===== src/rtl/collsig_pkg.sv =====
`timescale 1ns/1ps
package collsig_pkg;

    // Default timing, in clock cycles of a 100 MHz system clock.
    localparam int unsigned DEF_HALF_CYCLES = 5;
    localparam int unsigned DEF_XCOLL_LIMIT = 20_000_000;

    typedef struct packed {
        logic rx_en;
        logic tone;
    } collsig_out_t;

endpackage


===== src/rtl/collsig_tone.sv =====
`timescale 1ns/1ps
// Square-wave generator, phase-locked to the start of a collision.
module collsig_tone #(
    parameter int unsigned HALF_CYCLES = collsig_pkg::DEF_HALF_CYCLES
) (
    input  logic clk_i,
    input  logic rst_ni,
    input  logic coll_i,
    output logic tone_o
);
    localparam int unsigned PERIOD = 2 * HALF_CYCLES;
    localparam int unsigned PH_W   = (PERIOD > 1) ? $clog2(PERIOD) : 1;
    localparam logic [PH_W-1:0] PH_HALF = PH_W'(HALF_CYCLES);
    localparam logic [PH_W-1:0] PH_LAST = PH_W'(PERIOD - 1);

    typedef struct packed {
        logic [PH_W-1:0] ph;
        logic            tone;
    } tone_st_t;

    tone_st_t st_d, st_q;

    always_comb begin
        st_d = st_q;
        if (!coll_i) begin
            st_d.ph   = '0;
            st_d.tone = 1'b0;
        end else begin
            st_d.tone = (st_q.ph < PH_HALF);
            st_d.ph   = (st_q.ph == PH_LAST) ? '0 : st_q.ph + 1'b1;
        end
    end

    always_ff @(posedge clk_i or negedge rst_ni) begin
        if (!rst_ni) st_q <= '0;
        else         st_q <= st_d;
    end

    assign tone_o = st_q.tone;

    // a cycle without collision silences the tone
    p_idle_quiet_r4: assert property (@(posedge clk_i) disable iff (!rst_ni)
        !coll_i |=> !tone_o);
    // the first collision cycle after a quiet one starts high
    p_first_high_r3: assert property (@(posedge clk_i) disable iff (!rst_ni)
        (!coll_i ##1 coll_i) |=> tone_o);
    // phase stays inside one period
    p_phase_bound_r3: assert property (@(posedge clk_i) disable iff (!rst_ni)
        st_q.ph <= PH_LAST);

endmodule


===== src/rtl/collsig_xwatch.sv =====
`timescale 1ns/1ps
// Continuous-collision watchdog and receive enable.
module collsig_xwatch #(
    parameter int unsigned XCOLL_LIMIT = collsig_pkg::DEF_XCOLL_LIMIT
) (
    input  logic clk_i,
    input  logic rst_ni,
    input  logic coll_i,
    input  logic carrier_i,
    output logic rx_en_o
);
    localparam int unsigned CNT_W = (XCOLL_LIMIT > 2) ? $clog2(XCOLL_LIMIT) : 1;
    localparam logic [CNT_W-1:0] CNT_MAX = CNT_W'(XCOLL_LIMIT - 1);

    typedef struct packed {
        logic [CNT_W-1:0] cnt;
        logic             cut;
        logic             rx_en;
    } wd_st_t;

    wd_st_t st_d, st_q;

    always_comb begin
        st_d = st_q;
        if (!coll_i) begin
            st_d.cnt = '0;
            st_d.cut = 1'b0;
        end else if (st_q.cnt == CNT_MAX) begin
            st_d.cut = 1'b1;
        end else begin
            st_d.cnt = st_q.cnt + 1'b1;
            st_d.cut = 1'b0;
        end
        st_d.rx_en = (carrier_i | coll_i) & ~st_d.cut;
    end

    always_ff @(posedge clk_i or negedge rst_ni) begin
        if (!rst_ni) st_q <= '0;
        else         st_q <= st_d;
    end

    assign rx_en_o = st_q.rx_en;

    // no source sampled, no reception
    p_rx_needs_src_r2: assert property (@(posedge clk_i) disable iff (!rst_ni)
        !(coll_i || carrier_i) |=> !rx_en_o);
    // a gap in the collision hands the enable back to carrier sense
    p_gap_restores_r6: assert property (@(posedge clk_i) disable iff (!rst_ni)
        !coll_i |=> (rx_en_o == $past(carrier_i)));
    // once cut, a continuing collision keeps reception off
    p_cut_holds_r5: assert property (@(posedge clk_i) disable iff (!rst_ni)
        (st_q.cut && coll_i) |=> !rx_en_o);
    // run counter saturates at its limit
    p_cnt_bound_r5: assert property (@(posedge clk_i) disable iff (!rst_ni)
        st_q.cnt <= CNT_MAX);

endmodule


===== src/rtl/collsig_unit.sv =====
`timescale 1ns/1ps
module collsig_unit #(
    parameter int unsigned HALF_CYCLES = collsig_pkg::DEF_HALF_CYCLES,
    parameter int unsigned XCOLL_LIMIT = collsig_pkg::DEF_XCOLL_LIMIT
) (
    input  logic clk_i,
    input  logic rst_ni,
    input  logic coll_det_i,
    input  logic carrier_i,
    output logic rx_enable_o,
    output logic coll_tone_o
);
    collsig_pkg::collsig_out_t outs;

    collsig_xwatch #(.XCOLL_LIMIT(XCOLL_LIMIT)) u_xwatch (
        .clk_i     (clk_i),
        .rst_ni    (rst_ni),
        .coll_i    (coll_det_i),
        .carrier_i (carrier_i),
        .rx_en_o   (outs.rx_en)
    );

    collsig_tone #(.HALF_CYCLES(HALF_CYCLES)) u_tone (
        .clk_i  (clk_i),
        .rst_ni (rst_ni),
        .coll_i (coll_det_i),
        .tone_o (outs.tone)
    );

    assign rx_enable_o = outs.rx_en;
    assign coll_tone_o = outs.tone;

endmodule


===== config.mk =====
export PLATFORM = sky130hd
export DESIGN_NAME = collsig_unit
export DESIGN_NICKNAME = d
export VERILOG_FILES = /design/src/rtl/collsig_pkg.sv /design/src/rtl/collsig_tone.sv /design/src/rtl/collsig_xwatch.sv /design/src/rtl/collsig_unit.sv
export SDC_FILE = /design/constraint.sdc
export NUM_CORES = 1
export LEC_CHECK = 0
export BUFFER_PORTS_ARGS = -buffer_cell sky130_fd_sc_hd__buf_2
export CAP_MARGIN = 10
export CORE_MARGIN = 3
export CORE_UTILIZATION = 40
export CTS_CLUSTER_DIAMETER = 120
export DETAILED_ROUTE_END_ITERATION = 10
export SYNTH_ARGS = -nofsm -noshare
export SYNTH_HDL_FRONTEND = slang
export SYNTH_HIERARCHICAL = 1
export SYNTH_SLANG_ARGS = --single-unit
export TNS_END_PERCENT = 1

===== constraint.sdc =====
create_clock -name clk_i -period 2.4 [get_ports clk_i]
set_clock_uncertainty 0.15 [all_clocks]
set_input_delay 0.24 -clock clk_i [delete_from_list [all_inputs] [get_ports clk_i]]
set_output_delay 0.24 -clock clk_i [all_outputs]
set_load 0.01 [all_outputs]

**Yosys cells after proc, flatten, opt, wreduce, memory -nomap -nowiden**

Cells that the tools add are included.

- $add $sub $neg: 2
- Multiplexer cells: 5
- Equal/unequal tests: 3
- Bitwise operators: 3
- Magnitude comparators: 1

Operators by type and width:

| operator | number |
|---|---|
| 26-bit two-way mux | 1 |
| 25-bit by 1-bit adder with 25-bit output (second input constant) | 1 |
| 25-bit == test (second input constant) | 1 |
| 25-bit two-way mux | 1 |
| 5-bit two-way mux | 1 |
| 4-bit by 1-bit adder with 4-bit output (second input constant) | 1 |
| 4-bit == test (second input constant) | 1 |
| 4-bit by 3-bit less-than comparator with 1-bit output (second input constant) | 1 |
| 4-bit two-way mux | 1 |
| 2-bit inequality test (second input constant) | 1 |
| 1-bit bitwise AND | 1 |
| 1-bit two-way mux | 1 |
| 1-bit NOT | 1 |
| 1-bit bitwise OR | 1 |

- Bits of input ports: 4
- Output and inout port bits: 2
- Word-level logic and storage cells: 18
- Bits in registers: 31

**Longest topological paths before layout**

Gate-level depths: netlist of the first run.

- Depth after elaboration: 5
- Depth in mapped cells: 8
- Gate-level depth less buffers: 6

**Hierarchy**

The synthesis of the first run kept the hierarchy.

By module, submodules not included:

| module | area an instance (um^2) | seq. area each (um^2) | cells each | times used |
|---|---|---|---|---|
| collsig_xwatch | 1437.6 | 650.6 | 141 | 1 |
| collsig_tone | 266.5 | 125.1 | 25 | 1 |

**Least setup slack after synthesis of the first run**

OpenSTA, ideal clock, no wires.

- Kind: reg2reg
- From: register u_xwatch/st_q[2] (netlist name)
- To: register u_xwatch/st_q[19] (netlist name)
- Buffers on the path: 2
- Data required time: 2131 ps
- Stages on the path, launching flop included: 9
- Arrival time: 1680 ps
- Library setup time: 119 ps
- Period minus slack after synthesis: 1949 ps
- Path slack: 451 ps
- Path through: dfrtp_1 -> ha_1 -> and3_1 -> buf_2 -> nand2b_4 -> nor3_4 -> buf_6 -> o31a_1 -> o21a_1

- Cells in the longest elaborated chain, start to end: 3
- Elaborated cells on any way between the ends: 5
- Those cells by class: add/sub: 1; eq/ne: 2; mux: 2

Ends and longest elaborated chain:

| what | RTL line | source |
|---|---|---|
| start: declaration | collsig_xwatch.sv:21 | `wd_st_t st_d, st_q;` |
| start signal: assignment | collsig_xwatch.sv:39 | `else st_q <= st_d;` |
| 25-bit by 1-bit adder with 25-bit output | collsig_xwatch.sv:31 | `st_d.cnt = st_q.cnt + 1'b1;` |
| 25-bit two-way mux | collsig_xwatch.sv:28 | `end else if (st_q.cnt == CNT_MAX) begin` |
| 26-bit two-way mux | collsig_xwatch.sv:25 | `if (!coll_i) begin` |

Parallel ways exist; a longest one is shown, timed or not. The select of a mux whose other input is x is not followed.
A chain may end at the register's enable or synchronous reset.

**Worst setup path after layout of the first run**

Ends and elaborated chain as after synthesis.

==> results of run 1 <==
==> cells in the final DEF (no fill, tap or decap), types with 4 or more instances in the layout <==
cell type / Yosys / layout
xor2_1: 4 / 4
and3_1: 5 / 5
nand3_1: 9 / 9
nand2_1: 15 / 15
o21ai_1: 4 / 4
nor2b_1: 4 / 4
and2_1: 16 / 16
clkbuf_8: 0 / 7
nor2_1: 5 / 5
nor3b_1: 4 / 4
dfrtp_1: 31 / 31
xnor2_1: 12 / 12
buf_2: 2 / 5
ha_1: 4 / 4
nand4_1: 6 / 6
==> metrics by stage <==
step,util,area (µm²),power [mW]
final,0.4644,1884,1.039
after global routing,0.4644,1884,1.095
after CTS,0.4644,1884,1.059
after detailed placement,0.4372,1774,0.6021
after global placement,0.4372,1774,0.5989
after floorplan,-,1704,0.5769
==> cells in the mapped netlist (all sizes together) (4+ instances only) <==
master,n,area (µm²)
a21boi,4,30.03
and2,16,100.1
and3,5,31.28
dfrtp,31,775.7
ha,4,50.05
nand2,15,56.30
nand3,10,55.05
nand4,7,50.05
nor2,5,18.77
nor2b,4,25.02
nor3,5,41.29
nor3b,4,30.03
o21ai,4,20.02
xnor2,12,105.1
xor2,4,35.03
==> path summary, 6_finish.rpt <==
| kind | from | endpoint | slack [ns] | depth (start not counted) |
|---|---|---|---|---|
| max in group asynchronous | rst_ni | u_xwatch/st_q[5] | 1.27 | 2 |
| min | carrier_i | u_xwatch/rx_en_o | 0.04 | 3 |
| min in group asynchronous | rst_ni | u_xwatch/st_q[22] | 0.39 | 2 |
| min reg2reg | u_tone/st_q[1] | u_tone/st_q[1] | 0.38 | 1 |
| max reg2reg | u_xwatch/st_q[2] | u_xwatch/st_q[19] | 0.45 | 6 |
| max | u_xwatch/st_q[2] | u_xwatch/st_q[19] | 0.45 | 6 |
==> state kept, by name, indices dropped and copies added (netlist names) <==
signal / flops
u_tone/st_q: 4
u_tone/tone_o: 1
u_xwatch/rx_en_o: 1
u_xwatch/st_q: 25
==> layer usage <==
layer  global-route usage  vias to the layer above  part of all wire
met4              0.08142                        0             0.021
met5                    0                        -                 0
li1                     -                      598                 -
met1               0.1977                      578              0.49
met3              0.03366                        5             0.035
met2               0.2102                       15              0.45
==> power groups by stage <==
stage	Sequential [mW]	Combinational [mW]	Clock, mW
after global routing	0.543	0.0588	0.493
final	0.542	0.0491	0.448
after floorplan	0.551	0.0263	0
after CTS	0.542	0.0520	0.466
after global placement	0.550	0.0489	0
after detailed placement	0.551	0.0509	0
==> layout make-up <==
class	count	area, µm²	area share
timing repair buffer	8	50.05	0.02656
multi-input combinational	126	884.6	0.4695
sequential	31	775.7	0.4117
clock buffer	8	100.1	0.05312
inverter	3	11.26	0.005976
tap	50	62.56	0.03320
==> critical path: cells and delay by family (launching register included) <==
family	cells	cell delay [ns]
AND/OR/NAND/NOR	4	0.89
flip-flops	1	0.41
adder cells (fa/ha/maj)	1	0.21
AO/OA/AOI/OAI	1	0.18
==> kinds of logic after synthesis <==
family                   after synthesis
buffers and inverters                  9
AND/OR/NAND/NOR                       89
multiplexers                           1
flip-flops                            31
adder cells (fa/ha/maj)                4
XOR/XNOR                              16
AO/OA/AOI/OAI                         16
==> metrics.txt, run 1 <==
Yosys reg bits=31; clk_lat worst skew=0.28 ns; VDD IR max=0.0002959 V; final hold viol count=0; grt ovf=0; measured slew at the worst slew-check pin=0.6830 ns; Placement Setup Slack=0.4478 ns; Worst Path Class, Setup=register to register; Synth Flop Type=dfrtp_1; Area growth syn-to-layout=10.57%; chip width=71.27 µm; Fin Setup TNS=0 ns; # diodes=0; sequential area share after synthesis=0.4552; post-synthesis instance total=166; leakage power=0.8498 nW; dpl cells=217; Psw=0.2255 mW; Critical Path Source Type=register; TritonCTS clock tree=done; synth warn=6; Post-Synth Adder-Cell Area=0.02937; Worst-path clk slew=0.06 ns; final worst slack=0.4493 ns; Wirelength per Cell=13.38 µm; initial core utilization=0.4200; Die Span Y=71.27 µm; Vias/cell=5.292; Worst path slowest cell=nor3_4; antenna-violating nets left=0; max-slew violation count=0; HPWL after detailed placement=2115 µm; post-synthesis cell type count=42; Final #Nets=183; Core Box Area=4058 µm²; Power Density=551.4 nW/µm²; Syn Nets=174; drt total wl=3023 µm; DRT Pass-1 Iters=4; Max FO, Critical Path=12; post-CTS sizing=0; Clock Sink Count=31; input/output buffers=5; CP endpoint kind=register; GR Util All Layers=0.1445; Comb pwr share=0.047; CTS root buf=clkbuf_8; antenna violations before repair=0; FILL cells=380; largest net degree at the start of global routing=32; First DRT Iteration DRCs=56; max cap viols=0; first-pass GRT wire length=5699 µm; Crit path required time=2.42 ns; part of the power in the clock network=0.431; CTS H-Tree Depth=2; DIE AREA=5079 µm²; Int Power=0.8135 mW; worst path cell trace=ha_1 -> and3_1 -> nand2b_4 -> nor3_4 -> nor4_1 -> o21a_1; Slowest Stage Delay on Critical Path=0.44 ns; Max Fclk=0.5126 GHz; largest family of logic cells by synthesized area=simple AND/OR/NAND/NOR gates; Cell Area, Synth=1704 µm²; ys async rst share=1.000; post-route clock period utilization=0.8128; Post-Layout Cell Count=226; Hold Path Class=input port to register; sequential power share=0.522; XOR/XNOR share of the synthesized area=0.08223; RSZ-0062 raised after global routing=false; post-synthesis compound-gate area fraction=0.06461; Hold WS=0.04473 ns; clock buffer depth=2; via count=1,196; drc violations=0; outcome=complete, no violations; synthesized area per cell=10.27 µm²; Row Count=23; CTS buffer count=5; IO Pins=6; CTS Hold Buffers Added=1; vias in the first global route=1,200; sw frac=0.2170; multiplexer area fraction after synthesis=0.005874; min cycle time layout=1.951 ns; Final GP Congestion=0.8810; Arr. time, crit path=1.97 ns; share of post-route cells with drive strength above 1=0.1193; simple-gate share of the synthesized area=0.3370; Final setup viols=0; # Post-CTS Setup Buffers=0; number of synthesized flops with an enable pin=0; Relative slew margins=0.5447
(Power assumes the default switching activity.)
==> run 2: changes to the inputs <==
==> constraint.sdc (replaced) <==
create_clock -name clk_i -period 1.66 [get_ports clk_i]
set_clock_uncertainty 0.15 [all_clocks]
set_input_delay 0.166 -clock clk_i [delete_from_list [all_inputs] [get_ports clk_i]]
set_output_delay 0.166 -clock clk_i [all_outputs]
set_load 0.01 [all_outputs]
==> metrics.txt, run 2 (synthesized netlist as in run 1, its figures left out) <==
Final #Nets=218 (was 183); CP endpoint kind=register (unchanged); Hold Path Class=input port to register (unchanged); min cycle time layout=1.776 ns (was 1.951 ns); grt met3 use=0.04208 (was 0.03366); initial core utilization=0.4200 (unchanged); clock buffer depth=2 (unchanged); DIE AREA=5079 µm² (unchanged); via count=1,355 (was 1,196); IO Pins=6 (unchanged); Wirelength per Cell=13.68 µm (was 13.38 µm); DRT Pass-1 Iters=4 (unchanged); worst r2r dst=u_xwatch/st_q[6] (was u_xwatch/st_q[19]); Arr. time, crit path=1.84 ns (was 1.97 ns); sequential power share=0.440 (was 0.522); Vias/cell=5.192 (was 5.292); final hold viol count=0 (unchanged); chip width=71.27 µm (unchanged); Psw=0.3643 mW (was 0.2255 mW); worst r2r src=u_xwatch/st_q[3] (was u_xwatch/st_q[2]); Final GP Congestion=0.8147 (was 0.8810); max cap viols=0 (unchanged); HPWL after detailed placement=2603 µm (was 2115 µm); Crit path required time=1.72 ns (was 2.42 ns); VDD IR max=0.0004904 V (was 0.0002959 V); drc violations=0 (unchanged); most frequent cells in the layout=32 x buf_4, 31 x dfrtp_1, 16 x and2_1 (was 31 x dfrtp_1, 16 x and2_1, 15 x nand2_1); RSZ-0062 raised after global routing=true (was false); met1 Use GR=0.2002 (was 0.1977); vias in the first global route=1,424 (was 1,200); Max FO, Critical Path=7 (was 12); Critical Path Source=u_xwatch/st_q[3] (was u_xwatch/st_q[2]); Int Power=1.409 mW (was 0.8135 mW); Top reg by flops=u_xwatch/st_q (unchanged); leakage power=1.062 nW (was 0.8498 nW); failing checks=negative setup slack; Reg2Reg Depth=7 (was 6); Die Span Y=71.27 µm (unchanged); sw frac=0.2054 (was 0.2170); CTS root buf=clkbuf_8 (unchanged); Worst-path clk slew=0.08 ns (was 0.06 ns); Top Usage Layer GRT=met2 (unchanged); CTS buffer count=5 (unchanged); Area growth syn-to-layout=34.95% (was 10.57%); max reg flops=25 (unchanged); share of post-route cells with drive strength above 1=0.3318 (was 0.1193); input/output buffers=5 (unchanged); Placement Setup Slack=-0.1846 ns (was 0.4478 ns); Setup crit end=u_xwatch/st_q[6] (was u_xwatch/st_q[19]); # diodes=0 (unchanged); measured slew at the worst slew-check pin=0.7043 ns (was 0.6830 ns); antenna-violating nets left=0 (unchanged); grt ovf=0 (unchanged); first-pass GRT wire length=6458 µm (was 5699 µm); Comb pwr share=0.052 (was 0.047); max-slew violation count=0 (unchanged); GR Util All Layers=0.1625 (was 0.1445); Clock Sink Count=31 (unchanged); Worst Path Class, Setup=register to register (unchanged); Top Registers=u_xwatch/st_q x25, u_tone/st_q x4 (unchanged); largest net degree at the start of global routing=32 (unchanged); Critical Path Source Type=register (unchanged); reg-to-reg setup timing slack=-0.12 ns (was 0.45 ns); part of the power in the clock network=0.508 (was 0.431); post-route clock period utilization=1.070 (was 0.8128); fin util=0.5668 (was 0.4644); Hold WS=0.1263 ns (was 0.04473 ns); final worst slack=-0.1164 ns (was 0.4493 ns); outcome=complete, but fails checks (was complete, no violations); CTS H-Tree Depth=2 (unchanged); clk_lat worst skew=0.29 ns (was 0.28 ns); Relative slew margins=0.5305 (was 0.5447); Row Count=23 (unchanged); Final setup viols=13 (was 0); Max Fclk=0.5629 GHz (was 0.5126 GHz); commonest non-fill, non-tap cell in the layout=buf_4 (was dfrtp_1); drt total wl=3570 µm (was 3023 µm); met2 Use GR=0.2653 (was 0.2102); Power Density=771.3 nW/µm² (was 551.4 nW/µm²); First DRT Iteration DRCs=37 (was 56); TritonCTS clock tree=done (unchanged); antenna violations before repair=0 (unchanged); Core Box Area=4058 µm² (unchanged)
==> run 2: area by class of cell <==
cell class                 instances  area, µm²
timing repair buffer              43      330.3
clock inverter                     3      67.56
multi-input combinational        126      983.4
clock buffer                       5      68.82
sequential                        31      775.7
tap                               50      62.56
inverter                           3      11.26
fill                             343       1758
==> run 2: power groups by stage <==
| stage | logic (mW) | registers, mW | clock network (mW) |
|---|---|---|---|
| after detailed placement | 0.0884 | 0.795 | 0 |
| after global placement | 0.0826 | 0.794 | 0 |
| after floorplan | 0.0385 | 0.796 | 0 |
| after CTS | 0.0937 | 0.780 | 0.920 |
| final | 0.0927 | 0.781 | 0.900 |
| after global routing | 0.108 | 0.783 | 0.958 |
==> run 2: how the worst min path moves through the flow <==
stage | startpoint | end | depth (start not counted)
global placement | rst_ni | u_xwatch/st_q[7] | 1
floorplan | rst_ni | u_tone/st_q[1] | 0
global route | coll_det_i | u_xwatch/st_q[19] | 2
finish | coll_det_i | u_xwatch/st_q[7] | 2
detailed placement | rst_ni | u_xwatch/st_q[7] | 1
CTS | coll_det_i | u_xwatch/st_q[19] | 2
==> run 2: stage by stage <==
step	power, mW	instances	setup TNS [ns]	cell area [µm²]
final	1.774	261	-0.4960	2300
after global placement	0.8763	249	-1.028	2022
after global routing	1.849	261	-2.002	2300
after detailed placement	0.8833	249	-1.468	2022
after CTS	1.794	260	-0.7772	2231
after floorplan	0.8348	166	-0.7037	1718
==> run 2: repair_timing <==
action / CTS / global route
setup buffers: 1 / 1
endpoints found under the hold margin: 32 / 0
endpoints found under the setup margin: 22 / 26
hold buffers: 2 / 0
pin swaps: 11 / 9
resized for setup: 8 / 13
==> run 2: metal layers <==
layer / share of wire / vias up / wire [µm]
met1: 0.46 / 663 / 1658
met3: 0.025 / 10 / 89
met5: 0 / - / 0
met2: 0.48 / 13 / 1712
met4: 0.031 / 0 / 109
li1: - / 669 / -
==> run 2: worst max-delay path, cell delays in order, from the launching register on <==
cell      delay (ns)
dfrtp_1         0.39
ha_2            0.19
and3_4          0.15
nand2b_4        0.09
nor3_4          0.05
buf_6           0.13
or4bb_1         0.46
o21ai_1         0.08
